--- config.mk ---
export PLATFORM = sky130hd
export DESIGN_NAME = qbuf_fifo
export DESIGN_NICKNAME = d
export VERILOG_FILES = /design/src/rtl/qbuf_pkg.sv /design/src/rtl/qbuf_store.sv /design/src/rtl/qbuf_rdport.sv /design/src/rtl/qbuf_flags.sv /design/src/rtl/qbuf_fifo.sv
export SDC_FILE = /design/constraint.sdc
export NUM_CORES = 1
export LEC_CHECK = 0
export ABC_CLOCK_PERIOD_IN_PS = 2600
export CAP_MARGIN = 20
export CORE_MARGIN = 10
export CORE_UTILIZATION = 52
export CTS_CLUSTER_SIZE = 12
export DETAILED_ROUTE_END_ITERATION = 8
export GPL_TIMING_DRIVEN = 1
export PLACE_DENSITY = 0.76
export SLEW_MARGIN = 0
export SYNTH_ARGS = -nofsm -noshare
export SYNTH_HDL_FRONTEND = slang
export SYNTH_HIERARCHICAL = 1
export SYNTH_SLANG_ARGS = --single-unit
export TNS_END_PERCENT = 5
--- constraint.sdc ---
create_clock -name clk -period 2.6 [get_ports clk]
set_input_delay 0.52 -clock clk [delete_from_list [all_inputs] [get_ports clk]]
set_output_delay 0.52 -clock clk [all_outputs]
set_load 0.005 [all_outputs]
--- src/rtl/qbuf_pkg.sv ---
package qbuf_pkg;
  // Read-side timing variants
  typedef enum logic {
    QB_STD  = 1'b0,
    QB_FWFT = 1'b1
  } qbuf_mode_e;
endpackage

--- src/rtl/qbuf_store.sv ---
module qbuf_store #(
  parameter int DATA_W = 8,
  parameter int DEPTH  = 16
) (
  input  logic                       clk,
  input  logic                       rst,
  input  logic                       we,
  input  logic [DATA_W-1:0]          wdata,
  input  logic                       re,
  output logic [DATA_W-1:0]          rdata,
  output logic [$clog2(DEPTH):0]     cnt
);
  localparam int AW = $clog2(DEPTH);
  localparam int CW = AW + 1;

  logic [DATA_W-1:0] mem [DEPTH];
  logic [AW-1:0]     wptr;
  logic [AW-1:0]     rptr;

  // Array without reset so it maps onto block RAM
  always_ff @(posedge clk) begin
    if (we) mem[wptr] <= wdata;
  end

  // Registered read port, doubles as the output data register
  always_ff @(posedge clk) begin
    if (rst)     rdata <= '0;
    else if (re) rdata <= mem[rptr];
  end

  always_ff @(posedge clk) begin
    if (rst) begin
      wptr <= '0;
      rptr <= '0;
      cnt  <= '0;
    end else begin
      if (we) wptr <= wptr + 1'b1;
      if (re) rptr <= rptr + 1'b1;
      case ({we, re})
        2'b10:   cnt <= cnt + 1'b1;
        2'b01:   cnt <= cnt - 1'b1;
        default: cnt <= cnt;
      endcase
    end
  end

  AST_NO_UNDERRUN: assert property (@(posedge clk) disable iff (rst)
    re |-> (cnt != '0));
  AST_NO_OVERRUN: assert property (@(posedge clk) disable iff (rst)
    we |-> (cnt != CW'(DEPTH)));
endmodule

--- src/rtl/qbuf_rdport.sv ---
module qbuf_rdport
  import qbuf_pkg::*;
#(
  parameter qbuf_mode_e MODE = QB_STD
) (
  input  logic clk,
  input  logic rst,
  input  logic rd_en,
  input  logic mem_nz,
  output logic ram_re,
  output logic rd_acc,
  output logic shown_nxt,
  output logic rd_valid
);
  generate
    if (MODE == QB_FWFT) begin : g_fwft
      logic out_vld;
      assign rd_acc    = rd_en && out_vld;
      assign ram_re    = mem_nz && (!out_vld || rd_acc);
      assign shown_nxt = ram_re ? 1'b1 : (rd_acc ? 1'b0 : out_vld);
      always_ff @(posedge clk) begin
        if (rst) out_vld <= 1'b0;
        else     out_vld <= shown_nxt;
      end
      assign rd_valid = out_vld;

      AST_FT_SHOW: assert property (@(posedge clk) disable iff (rst)
        (!out_vld && mem_nz) |=> out_vld);
    end else begin : g_std
      logic vld_q;
      assign rd_acc    = rd_en && mem_nz;
      assign ram_re    = rd_acc;
      assign shown_nxt = 1'b0;
      always_ff @(posedge clk) begin
        if (rst) vld_q <= 1'b0;
        else     vld_q <= rd_acc;
      end
      assign rd_valid = vld_q;
    end
  endgenerate
endmodule

--- src/rtl/qbuf_flags.sv ---
module qbuf_flags
  import qbuf_pkg::*;
#(
  parameter int         DEPTH         = 16,
  parameter qbuf_mode_e MODE          = QB_STD,
  parameter bit         THR_FROM_PORT = 1'b0,
  parameter int         PF_SET        = 12,
  parameter int         PF_CLR        = 10,
  parameter int         PE_SET        = 3,
  parameter int         PE_CLR        = 5
) (
  input  logic                   clk,
  input  logic                   rst,
  input  logic                   wr_en,
  input  logic                   rd_en,
  input  logic                   rd_acc,
  input  logic                   shown_nxt,
  input  logic [$clog2(DEPTH):0] pf_set_th,
  input  logic [$clog2(DEPTH):0] pf_clr_th,
  input  logic [$clog2(DEPTH):0] pe_set_th,
  input  logic [$clog2(DEPTH):0] pe_clr_th,
  output logic                   wr_acc,
  output logic [$clog2(DEPTH):0] occ,
  output logic                   full,
  output logic                   almost_full,
  output logic                   empty,
  output logic                   almost_empty,
  output logic                   prog_full,
  output logic                   prog_empty,
  output logic                   wr_ack,
  output logic                   overflow,
  output logic                   underflow
);
  localparam int CW = $clog2(DEPTH) + 1;

  logic [CW-1:0] occ_n;
  logic [CW-1:0] pfs, pfc, pes, pec;
  logic          empty_n;

  assign pfs = THR_FROM_PORT ? pf_set_th : CW'(PF_SET);
  assign pfc = THR_FROM_PORT ? pf_clr_th : CW'(PF_CLR);
  assign pes = THR_FROM_PORT ? pe_set_th : CW'(PE_SET);
  assign pec = THR_FROM_PORT ? pe_clr_th : CW'(PE_CLR);

  assign wr_acc  = wr_en && !full;
  assign occ_n   = occ + CW'(wr_acc) - CW'(rd_acc);
  assign empty_n = (MODE == QB_FWFT) ? !shown_nxt : (occ_n == '0);

  always_ff @(posedge clk) begin
    if (rst) begin
      occ          <= '0;
      full         <= 1'b0;
      almost_full  <= 1'b0;
      empty        <= 1'b1;
      almost_empty <= 1'b0;
      prog_full    <= 1'b0;
      prog_empty   <= 1'b1;
      wr_ack       <= 1'b0;
      overflow     <= 1'b0;
      underflow    <= 1'b0;
    end else begin
      occ          <= occ_n;
      full         <= (occ_n == CW'(DEPTH));
      almost_full  <= (occ_n == CW'(DEPTH - 1));
      empty        <= empty_n;
      almost_empty <= (occ_n == CW'(1));
      if (occ_n >= pfs)     prog_full <= 1'b1;
      else if (occ_n < pfc) prog_full <= 1'b0;
      if (occ_n <= pes)      prog_empty <= 1'b1;
      else if (occ_n > pec)  prog_empty <= 1'b0;
      wr_ack       <= wr_acc;
      overflow     <= wr_en && full;
      underflow    <= rd_en && !rd_acc;
    end
  end

  AST_OVF_DROP: assert property (@(posedge clk) disable iff (rst)
    (wr_en && full && !rd_acc) |=> (occ == $past(occ)));
  AST_FULL_STEP: assert property (@(posedge clk) disable iff (rst)
    $rose(full) |-> $past(almost_full));
  AST_ACK_EXCL: assert property (@(posedge clk) disable iff (rst)
    !(wr_ack && overflow));
  AST_PF_RISE: assert property (@(posedge clk) disable iff (rst)
    $rose(prog_full) |-> (occ >= $past(pfs)));
  AST_PE_RISE: assert property (@(posedge clk) disable iff (rst)
    $rose(prog_empty) |-> (occ <= $past(pes)));
  AST_OCC_BOUND: assert property (@(posedge clk) disable iff (rst)
    occ <= CW'(DEPTH));
endmodule

--- src/rtl/qbuf_fifo.sv ---
module qbuf_fifo
  import qbuf_pkg::*;
#(
  parameter int         DATA_W        = 8,
  parameter int         DEPTH         = 16,
  parameter qbuf_mode_e MODE          = QB_STD,
  parameter bit         THR_FROM_PORT = 1'b0,
  parameter int         PF_SET        = 12,
  parameter int         PF_CLR        = 10,
  parameter int         PE_SET        = 3,
  parameter int         PE_CLR        = 5
) (
  input  logic                   clk,
  input  logic                   rst,
  input  logic                   wr_en,
  input  logic [DATA_W-1:0]      wr_data,
  output logic                   full,
  output logic                   almost_full,
  output logic                   wr_ack,
  output logic                   overflow,
  output logic [$clog2(DEPTH):0] wr_count,
  input  logic                   rd_en,
  output logic [DATA_W-1:0]      rd_data,
  output logic                   empty,
  output logic                   almost_empty,
  output logic                   rd_valid,
  output logic                   underflow,
  output logic [$clog2(DEPTH):0] rd_count,
  output logic                   prog_full,
  output logic                   prog_empty,
  input  logic [$clog2(DEPTH):0] pf_set_th,
  input  logic [$clog2(DEPTH):0] pf_clr_th,
  input  logic [$clog2(DEPTH):0] pe_set_th,
  input  logic [$clog2(DEPTH):0] pe_clr_th
);
  localparam int CW = $clog2(DEPTH) + 1;

  logic          wr_acc, rd_acc, ram_re, shown_nxt;
  logic [CW-1:0] mem_cnt;
  logic [CW-1:0] occ;

  qbuf_store #(.DATA_W(DATA_W), .DEPTH(DEPTH)) u_store (
    .clk   (clk),
    .rst   (rst),
    .we    (wr_acc),
    .wdata (wr_data),
    .re    (ram_re),
    .rdata (rd_data),
    .cnt   (mem_cnt)
  );

  qbuf_rdport #(.MODE(MODE)) u_rdport (
    .clk       (clk),
    .rst       (rst),
    .rd_en     (rd_en),
    .mem_nz    (mem_cnt != '0),
    .ram_re    (ram_re),
    .rd_acc    (rd_acc),
    .shown_nxt (shown_nxt),
    .rd_valid  (rd_valid)
  );

  qbuf_flags #(
    .DEPTH(DEPTH), .MODE(MODE), .THR_FROM_PORT(THR_FROM_PORT),
    .PF_SET(PF_SET), .PF_CLR(PF_CLR), .PE_SET(PE_SET), .PE_CLR(PE_CLR)
  ) u_flags (
    .clk          (clk),
    .rst          (rst),
    .wr_en        (wr_en),
    .rd_en        (rd_en),
    .rd_acc       (rd_acc),
    .shown_nxt    (shown_nxt),
    .pf_set_th    (pf_set_th),
    .pf_clr_th    (pf_clr_th),
    .pe_set_th    (pe_set_th),
    .pe_clr_th    (pe_clr_th),
    .wr_acc       (wr_acc),
    .occ          (occ),
    .full         (full),
    .almost_full  (almost_full),
    .empty        (empty),
    .almost_empty (almost_empty),
    .prog_full    (prog_full),
    .prog_empty   (prog_empty),
    .wr_ack       (wr_ack),
    .overflow     (overflow),
    .underflow    (underflow)
  );

  assign wr_count = occ;
  assign rd_count = occ;
endmodule

[Word-level counts from Yosys, hierarchy flattened]
Memory sizes are Yosys's and may differ from the RTL's. A register that Yosys moved wholly into a read port is not among the register bits.
Cells that the tools add are included.
Storage, ports and cells
  bits of input ports: 32
  output and inout bits: 28
  flip-flop bits (word level): 28
  memory bits (writable): 128
  logic and storage cells: 46
  memories kept: 1
Operators by class
  muxes and demuxes: 5
  reductions and logical operators: 11
  add/sub/neg operators: 6
  $lt $le $gt $ge: 4
  eq/ne operators: 5
Memory list
  u_store.mem: depth 16, width 8, read ports 1, clocked after Yosys merged registers in 1, write ports 1, RTL line qbuf_store.sv:16  | logic [DATA_W-1:0] mem [DEPTH];
Operator list (count)
  $pmux W5 S2: 1
  $add A4 B1 Y4 const B: 2
  $add A5 B1 Y5: 1
  $add A5 B1 Y5 const B: 1
  $eq A5 B1 Y1 const B: 1
  $eq A5 B4 Y1 const B: 1
  $eq A5 B5 Y1 const B: 1
  $ge A5 B4 Y1 const B: 1
  $gt A5 B3 Y1 const B: 1
  $le A5 B2 Y1 const B: 1
  $logic_not A5 Y1: 1
  $lt A5 B4 Y1 const B: 1
  $reduce_bool A5 Y1: 1
  $sub A5 B1 Y5: 1
  $sub A5 B1 Y5 const B: 1
  $logic_and A1 B1 Y1: 4
  $mux W1: 4
  $reduce_bool A2 Y1: 2
  $eq A2 B1 Y1 const B: 1
  $eq A2 B2 Y1 const B: 1
  $logic_not A1 Y1: 2
  $reduce_or A2 Y1: 1

[Depth between registers and ports, before layout]
  depth after elaboration: 7
  mapped depth: 12
  depth with buffers taken out: 11

[Hierarchy]
The synthesis kept the hierarchy.
By module, submodules not included
  qbuf_store: cells each 349, instances 1, sequential area each 4264.1 um2, area each 6003.3 um2
  qbuf_flags: cells each 61, instances 1, sequential area each 280.3 um2, area each 634.4 um2
  qbuf_rdport: cells each 6, instances 1, sequential area each 20.0 um2, area each 53.8 um2
  qbuf_fifo: cells each 8, instances 1, sequential area each 0.0 um2, area each 50.0 um2

[Worst setup path after synthesis]
OpenSTA, ideal clock, no wires.
  kind: reg2reg
  start: reg u_store.cnt[1]
  end: reg u_flags.almost_empty
  setup slack: -0.041 ns
  clock period less this slack: 2.641 ns
  setup time: 0.061 ns
  path buffers: 1
  arrival time: 2.580 ns
  cell stages (with the launch flop): 13
  required time: 2.539 ns
  cells stage by stage: dfxtp_1 > nor3_1 > nand2_1 > and2_1 > buf_4 > ha_1 > inv_1 > ha_1 > fa_1 > a21o_1 > a21oi_2 > xnor2_2 > and4_1
On the way
  cells in the longest elaborated chain, start to end: 4
RTL lines
  from (decl): RTL line qbuf_store.sv:11  | output logic [$clog2(DEPTH):0] cnt
  from (signal assigned): RTL line qbuf_store.sv:40  | 2'b10: cnt <= cnt + 1'b1;
  from (signal assigned): RTL line qbuf_store.sv:41  | 2'b01: cnt <= cnt - 1'b1;
  from (signal assigned): RTL line qbuf_store.sv:42  | default: cnt <= cnt;
  $reduce_bool A5 Y1: RTL line qbuf_fifo.sv:56  | .mem_nz (mem_cnt != '0),
  $logic_and A1 B1 Y1: RTL line qbuf_rdport.sv:31  | assign rd_acc = rd_en && mem_nz;
  named net ram_re: RTL line qbuf_fifo.sv:38  | logic wr_acc, rd_acc, ram_re, shown_nxt;
  $sub A5 B1 Y5: RTL line qbuf_flags.sv:46  | assign occ_n = occ + CW'(wr_acc) - CW'(rd_acc);
  $eq A5 B1 Y1: RTL line qbuf_flags.sv:66  | almost_empty <= (occ_n == CW'(1));
  to (signal assigned): RTL line qbuf_flags.sv:66
  to (decl): RTL line qbuf_flags.sv:27  | output logic almost_empty,
The timed path passes the listed nets, and every way through them passes these cells.
A chain may end at the register's enable or synchronous reset.

[Worst setup path in the final report]
  start: in rd_en
  end: reg u_flags.empty
On the way
  cells in the longest elaborated chain, start to end: 3
RTL lines
  from (decl): RTL line qbuf_fifo.sv:22  | input logic rd_en,
  $logic_and A1 B1 Y1: RTL line qbuf_rdport.sv:31
  named net ram_re: RTL line qbuf_fifo.sv:38
  $sub A5 B1 Y5: RTL line qbuf_flags.sv:46
  $logic_not A5 Y1: RTL line qbuf_flags.sv:47  | assign empty_n = (MODE == QB_FWFT) ? !shown_nxt : (occ_n == '0);
  to (signal assigned): RTL line qbuf_flags.sv:65  | empty <= empty_n;
  to (decl): RTL line qbuf_flags.sv:26  | output logic empty,
The timed path passes the listed nets, and every way through them passes these cells.

==> flow_metrics.env <==
export IMPL_worstSetupStartpoint="rd_en"
export IMPL_drive_above_1_share=0.244
export IMPL_ant_nets=0
export IMPL_path_class="in -> reg"
export IMPL_pwr_share_clk=0.316
export IMPL_skew_ns=0.00406
export IMPL_num_fill_cells=904
export IMPL_fp_dieArea_mm2=0.0179
export IMPL_path_cells="clkdlybuf4s50_1, and2_4, ha_1, inv_1, ha_4, fa_2, a21o_1, a21oi_4, xnor2_4, a31o_2"
export IMPL_io_pins=60
export IMPL_row_count=41
export IMPL_hpwl_mm=9.16
export IMPL_numCtsBuffers=17
export IMPL_swShare=0.281
export IMPL_grt_pass1_wl_mm=21.8
export IMPL_die_w_um=134
export IMPL_crit_path_max_incr_delay_ns=0.43
export IMPL_drt_total_wl_mm=13.7
export IMPL_finalCritPeriodShare=0.942
export IMPL_slew_violations=0
export IMPL_seqPwrFrac=0.391
export IMPL_cts_tree="done"
export IMPL_fmax_ghz=0.408
export IMPL_globalRouteTotalUtil=0.159
export IMPL_grt_overflow_total=0
export IMPL_cp_start_kind="input port"
export IMPL_antenna_cells=0
export IMPL_dr_pass1_iters=4
export IMPL_internal_power_mw=5.95
export IMPL_core_area_mm2=0.0127
export IMPL_wl_per_cell_um=20.3
export IMPL_synth_nets=469
export IMPL_crit_arrival_ns=2.76
export IMPL_yosys_warnings=6
export IMPL_worstHoldStart="u_store/rdata[4]$_SDFFE_PP0P_"
export IMPL_clock_sinks=164
export IMPL_antenna_found_initial=0
export IMPL_setup_viol=0
export IMPL_die_y_um=134
export IMPL_hp_class="reg -> reg"
export IMPL_cts_setup_buffers=0
export IMPL_status="finished clean"
export IMPL_drt_vias_per_instance=5.73
export IMPL_hold_viol=0
export IMPL_instances_no_fill=677
export IMPL_place_inst=645
export IMPL_r2r_slack_ns=0.15
export IMPL_critPathMaxFanout=7
export IMPL_initial_core_util=0.531
export IMPL_comb_power_share=0.293
export IMPL_cts_root_buf="clkbuf_16"
export IMPL_period_needed_ns=2.45
export IMPL_p_leak_nw=2.82
export IMPL_final_common_cell="edfxtp_1"
export IMPL_grt_max_degree=33
export IMPL_area_delta_synth_final_pct=21.2
export IMPL_fin_nets=539
export IMPL_route_detailed_drc=0
export IMPL_post_synth_inst_count=422
export IMPL_place_gp_congestion=0.785
export IMPL_cts_buffer_depth=2
export IMPL_final_cell_mix="edfxtp_1, clkdlybuf4s50_1, buf_4, dfxtp_1, mux2_2"
export IMPL_timing_critical_path_slowest_stage_cell="clkdlybuf4s50_1"
export IMPL_crit_required_ns=2.91
export IMPL_detail_route_iter0_violations=321
export IMPL_ir_worst_vdd_uv=717
export IMPL_rr_startpoint="u_store/cnt[0]$_SDFFE_PP0P_"
export IMPL_regArea_mm2=0.00457
export IMPL_maxCapViolations=0
export IMPL_fin_tns_setup_ns=0
export IMPL_syn_cell_area_mm2=0.00673
export IMPL_htree_levels=4
export IMPL_clk_pin_slew_ns=0.06
export IMPL_syn_avg_cell_area_um2=15.9
export IMPL_power_switching_mw=2.32
export IMPL_grt_pass1_vias=3985
export IMPL_cts_hold_buf=0
export IMPL_dr_total_vias=3880
export IMPL_multi_input_area_mm2=0.00203
export IMPL_portBuffers=39
export IMPL_ctsResizeCount=0
export IMPL_clock_latency_ns=0.42
export IMPL_worstMarginPinSlew_ns=0.880
export IMPL_powerDensity_mw_per_mm2=1010
export IMPL_cp_end_kind="flop"
export IMPL_slew_limit_headroom=0.411
## power groups by stage
stage	sequential (mW)	combinational, mW	clock (mW)
2_1_floorplan	3.26	1.42	0
3_3_place_gp	3.28	2.21	0
3_5_place_dp	3.28	2.29	0
4_1_cts	3.23	2.31	2.66
5_1_grt	3.27	2.66	2.77
6_report	3.24	2.42	2.61
## per-stage QoR
step | hold WS (ns) | power, mW | setup slack (ns) | util | instance area [um^2]
floorplan | 0.459 | 4.69 | 0.0294 | - | 6730
global placement | 0.473 | 5.48 | -0.298 | 0.590 | 7480
detailed placement | 0.475 | 5.57 | -0.343 | 0.590 | 7480
CTS | 0.489 | 8.20 | 0.0259 | 0.641 | 8120
global route | 0.502 | 8.69 | -0.0000413 | 0.644 | 8160
finish | 0.486 | 8.27 | 0.150 | 0.644 | 8160
## flip-flops by register name (all words and copies together) (netlist names), 4 cells and up
signal and flops:
u_store/mem 128, u_store/rdata 8, u_flags/occ 5, u_store/cnt 5, u_store/rptr 4, u_store/wptr 4
## path summary, 6_finish.rpt
check	to	depth (start not counted)
worst min register to register	u_store/rdata[4]$_SDFFE_PP0P_	1
worst max register to register	u_flags/empty$_SDFF_PP1_	11
worst max-delay path	u_flags/empty$_SDFF_PP1_	10
worst min-delay path	u_store/rdata[4]$_SDFFE_PP0P_	1
## routing by layer
layer  GRT usage  routed length (um)  vias to the layer above
li1            -                   -                     1765
met1       0.194                5680                     1977
met2       0.262                6980                      118
met3      0.0500                 788                       20
met4      0.0556                 276                        0
met5           0                   0                        -
## worst max-delay path, delay by kind of cell
kind | cells | cell delay (ns)
adder cells (fa/ha/maj) | 3 | 0.83
AO/OA/AOI/OAI | 3 | 0.61
buffers and inverters | 2 | 0.49
AND/OR/NAND/NOR | 1 | 0.17
XOR/XNOR | 1 | 0.14
## final cells by class
cell class                 instances  area share
clock buffer                      21      0.0604
clock inverter                    11      0.0179
inverter                          12     0.00552
multi-input combinational        222       0.249
sequential                       164       0.560
tap                              172      0.0264
timing repair buffer              75      0.0810
No activity file was read; power rests on OpenSTA's default activity.
